`src/rtl/poisoned_regfile.sv`:
```
module poisoned_regfile #(
  parameter int NREG = 16,
  parameter int DW   = 32
) (
  input  logic                     clk,
  input  logic                     rst_n,
  input  logic [$clog2(NREG)-1:0]  ra_addr,
  input  logic                     ra_use,
  output logic [DW-1:0]            ra_data,
  output logic                     ra_poison,
  input  logic [$clog2(NREG)-1:0]  rb_addr,
  input  logic                     rb_use,
  output logic [DW-1:0]            rb_data,
  output logic                     rb_poison,
  input  logic                     wr_en,
  input  logic [$clog2(NREG)-1:0]  wr_addr,
  input  logic [DW-1:0]            wr_data,
  input  logic                     wr_fault,
  input  logic                     mark_wr_en,
  input  logic [NREG-1:0]          mark_wr_data,
  output logic [NREG-1:0]          mark_rd,
  input  logic                     ctl_wr_en,
  input  logic                     ctl_trap_en,
  output logic                     trap_en,
  input  logic                     stat_clr_en,
  input  logic [NREG-1:0]          stat_clr_mask,
  output logic [NREG-1:0]          status,
  output logic                     trap_req,
  output logic [$clog2(NREG)-1:0]  trap_reg
);
  localparam int AW = $clog2(NREG);

  logic [DW-1:0]   mem [NREG];
  logic [NREG-1:0] poison_q, poison_d, status_q, status_d;
  logic            enable_q;

  wire hit_a = ra_use & poison_q[ra_addr];
  wire hit_b = rb_use & poison_q[rb_addr];

  assign ra_data   = (ra_addr == '0) ? '0 : mem[ra_addr];
  assign rb_data   = (rb_addr == '0) ? '0 : mem[rb_addr];
  assign ra_poison = poison_q[ra_addr];
  assign rb_poison = poison_q[rb_addr];
  assign mark_rd   = poison_q;
  assign status    = status_q;
  assign trap_en   = enable_q;
  assign trap_req  = enable_q & (hit_a | hit_b);

  always_comb begin
    if (hit_a && hit_b) trap_reg = (ra_addr < rb_addr) ? ra_addr : rb_addr;
    else if (hit_a)     trap_reg = ra_addr;
    else                trap_reg = rb_addr;
  end

  always_comb begin
    poison_d = poison_q;
    if (wr_en) poison_d[wr_addr] = wr_fault;
    if (mark_wr_en) poison_d = mark_wr_data;
    poison_d[0] = 1'b0;
  end

  always_comb begin
    status_d = status_q;
    if (stat_clr_en) status_d = status_d & ~stat_clr_mask;
    if (!enable_q) begin
      if (hit_a) status_d[ra_addr] = 1'b1;
      if (hit_b) status_d[rb_addr] = 1'b1;
    end
    status_d[0] = 1'b0;
  end

  always_ff @(posedge clk) begin
    if (wr_en && wr_addr != '0) mem[wr_addr] <= wr_data;
  end

  always_ff @(posedge clk) begin
    if (!rst_n) begin
      poison_q <= '0;
      status_q <= '0;
      enable_q <= 1'b0;
    end else begin
      poison_q <= poison_d;
      status_q <= status_d;
      if (ctl_wr_en) enable_q <= ctl_trap_en;
    end
  end

  assert_fault_marks_R1: assert property (@(posedge clk) disable iff (!rst_n)
    (wr_en && wr_fault && wr_addr != '0 && !mark_wr_en) |=> mark_rd[$past(wr_addr)]);

  assert_clean_clears_R2: assert property (@(posedge clk) disable iff (!rst_n)
    (wr_en && !wr_fault && !mark_wr_en) |=> !mark_rd[$past(wr_addr)]);

  assert_restore_whole_R4: assert property (@(posedge clk) disable iff (!rst_n)
    mark_wr_en |=> (mark_rd[NREG-1:1] == $past(mark_wr_data[NREG-1:1])));

  assert_quiet_when_off_R5: assert property (@(posedge clk) disable iff (!rst_n)
    !trap_en |-> !trap_req);

  assert_status_sticky_R8: assert property (@(posedge clk) disable iff (!rst_n)
    !stat_clr_en |=> ((status & $past(status)) == $past(status)));

  assert_precise_no_status_R7: assert property (@(posedge clk) disable iff (!rst_n)
    (trap_en && !stat_clr_en) |=> $stable(status));

  assert_zero_reg_R10: assert property (@(posedge clk) disable iff (!rst_n)
    !mark_rd[0]);
endmodule

```
`config.mk`:
```
export PLATFORM = sky130hd
export DESIGN_NAME = poisoned_regfile
export DESIGN_NICKNAME = d
export VERILOG_FILES = /design/src/rtl/poisoned_regfile.sv
export SDC_FILE = /design/constraint.sdc
export NUM_CORES = 1
export LEC_CHECK = 0
export BUFFER_PORTS_ARGS = -buffer_cell sky130_fd_sc_hd__buf_2
export CORE_MARGIN = 2
export CORE_UTILIZATION = 40
export DETAILED_ROUTE_END_ITERATION = 10
export PLACE_DENSITY = 0.56
export SYNTH_ARGS = -nofsm -noshare
export SYNTH_HDL_FRONTEND = slang
export SYNTH_SLANG_ARGS = --single-unit
```
`constraint.sdc`:
```
create_clock -name clk -period 11.14 [get_ports clk]
set_clock_uncertainty 0.05 [all_clocks]
set_input_delay 1.114 -clock clk [delete_from_list [all_inputs] [get_ports clk]]
set_output_delay 1.114 -clock clk [all_outputs]
set_load 0.1 [all_outputs]
```
==> results.tsv <==
metric	value	unit
outcome	completed	
clk_latency	0.63	ns
root_buffer	clkbuf_16	
slowest_stage	buf_4	
synthCells	1267	
rsz0062_at_grt	no	
peakVddDrop	109	µV
cts_tree	done	
die_area	0.0663	mm²
finalCriticalPeriod	5.42	ns
cellPowerDensity	167	mW/mm²
critical_path_class	primary input to output pin	
crit_fanout	78	
gp_congestion	0.855	
grt_max_degree	81	
ys.flop_type	edfxtp_1	
drc	0	
drt_pre_antenna_iters	5	
slew_headroom	31.4	%
htree_levels	2	
cp_slowest_stage_delay	0.93	ns
drt_wl_total	69.7	mm
portBuffers	185	
fmax	185	MHz
syn_avg_cell_area	20.3	µm²
path_clk_slew	0.06	ns
post_cts_resize_count	0	
combinationalPowerShare	14.6	%
post-place-ws	5.66	ns
setup_violations	0	
drtIter0Drc	1417	
vias	14100	
async_flop_share	0	%
required	9.98	ns
max-clock-path-buffers	3	
max_cap_viol_count	0	
overflow	0	
dp_hpwl	35.7	mm
yosys_warnings	0	
grt_usage	21.1	%
start_util	40.6	%
antenna_left	0	
timing.final.crit_share	48.6	%
leakagePower	0.00957	µW
clkPwrFrac	38.7	%
worstSetupEndpointType	output pin	
wl_per_cell	29.4	µm
synth-seq-cells	543	
maxSlewViolCount	0	
drive_gt1_share	42.2	%
nets	1563	
dpl.cell_count	2260	
p_int	3600	µW
timing.hold.ws	0.434	ns
cpMostUsedCell	mux4_2	
final_cells	2369	
sw_frac_of_total	27.0	%
cts_buffers	58	
path_cells	buf_6 -> buf_4 -> mux4_2 -> mux4_2 -> nor2b_1 -> buf_2	
p_seq_share	46.8	%
timing.setup.tns	0	ns
fp.dieH	257	µm
post_cts_buffers	0	
synth_cell_types	49	
placementRows	92	
syn_to_final_growth	14.8	%
synth_edf_count	512	
arrival	4.25	ns
syn_area	0.0257	mm²
hold_class	flip-flop to flip-flop	
die_x	257	µm
antenna_cells	0	
core	0.0633	mm²
worst_slew_pin_slew	1.03	ns
cts_hold_buf	0	
grt_pass1_wl	101	mm
grt_pass1_vias	14800	
synth-seq-area-share	62.2	%
antenna_found_initial	3	
cp-start-kind	primary input	
setup_slack	5.72	ns
io_pins	190	
cts_sinks	543	
routed_via_density	5.95	
finalHoldViolations	0	
p_switching	1330	µW
==> Yosys cell counts, drive strengths merged (4+ instances only) <==
cell type,instances,area [µm²]
mux2i,4,40.0
nand2b,7,43.8
nor3,10,50.1
nor3b,8,60.1
a221oi,8,70.1
nor2,21,81.3
edfxtp,512,15400
nand3,13,65.1
buf,54,374
nor4,4,25.0
o221ai,4,35.0
mux4,326,7340
dfxtp,31,621
mux2,7,78.8
a21oi,15,75.1
and2,7,43.8
o21ai,12,63.8
nor2b,90,563
o32ai,8,70.1
nand2,35,131
a22oi,5,37.5
inv,10,37.5
clkbuf,47,176
==> cells by family after synthesis <==
family                   Yosys count  share of synthesized area (%)
flip-flops                       543                           62.2
multiplexers                     337                           29.0
AO/OA/AOI/OAI                     61                           1.69
buffers and inverters            111                           2.29
AND/OR/NAND/NOR                  211                           4.59
adder cells (fa/ha/maj)            3                          0.146
other                              1                         0.0146
==> metal layers <==
| layer | track usage, % | vias up | routed length (µm) |
|---|---|---|---|
| li1 | - | 5852 | - |
| met1 | 29.9 | 7638 | 29700 |
| met2 | 34.6 | 517 | 34200 |
| met3 | 3.81 | 90 | 4710 |
| met4 | 4.34 | 6 | 1120 |
| met5 | 0 | - | 39 |
==> final cells by class <==
class	instances	area (µm²)
Tap cell	846	1060
Timing Repair Buffer	215	1190
Multi-Input combinational cell	646	9360
Sequential cell	543	16000
Fill cell	5325	33800
Clock inverter	37	357
Inverter	10	38.8
Clock buffer	72	1500
==> worst paths after layout <==
check,start,endpoint,slack (ns),cells after the start
worst min-delay path,status[9],status[9],0.43,2
worst max-delay path,rb_addr[1],rb_data[9],5.72,6
worst min register to register,status[9],status[9],0.43,2
worst max register to register,mark_rd[10],status[4],8.87,6
==> metrics by stage <==
stage / power [µW] / utilization, % / area, µm²
2_1_floorplan: 2900 / - / 25800
3_3_place_gp: 3070 / 43.7 / 27600
3_5_place_dp: 3080 / 43.7 / 27600
4_1_cts: 4980 / 46.6 / 29500
5_1_grt: 5090 / 46.6 / 29500
6_report: 4930 / 46.6 / 29500
==> critical path, delay by kind of cell <==
kind                   cells  cell delay (ns)
buffers and inverters      3             1.94
and+or+nand+nor            1             0.18
muxes                      2             0.90
==> registers in the layout, summed over array words and instances, names as in the netlist <==
register and count:
trap_en 1, mark_rd 15, mem 512, status 15
==> layout by cell type, fill, tap and decap left out, types with 5 or more instances in the layout <==
master / count
nand3_1: 13
buf_2: 180
nor2_1: 8
nor3b_1: 8
a21oi_1: 15
nor2b_1: 90
inv_1: 9
dfxtp_1: 31
a22oi_1: 5
a221oi_1: 8
nand2_1: 35
clkinv_2: 9
o21ai_0: 11
clkbuf_16: 58
and2_1: 7
edfxtp_1: 512
mux4_2: 326
nand2b_1: 7
conb_1: 34
o32ai_1: 8
bufinv_16: 6
nor2_4: 12
buf_4: 31
clkbuf_1: 14
nor3_1: 7
clkinv_1: 19
==> power by group through the flow <==
stage	Combinational, µW	Sequential (µW)	Clock, µW
finish	718	2310	1910
CTS	726	2310	1950
floorplan	532	2370	0
detailed placement	725	2350	0
global placement	723	2350	0
global route	751	2310	2030
(Power assumes the default switching activity.)
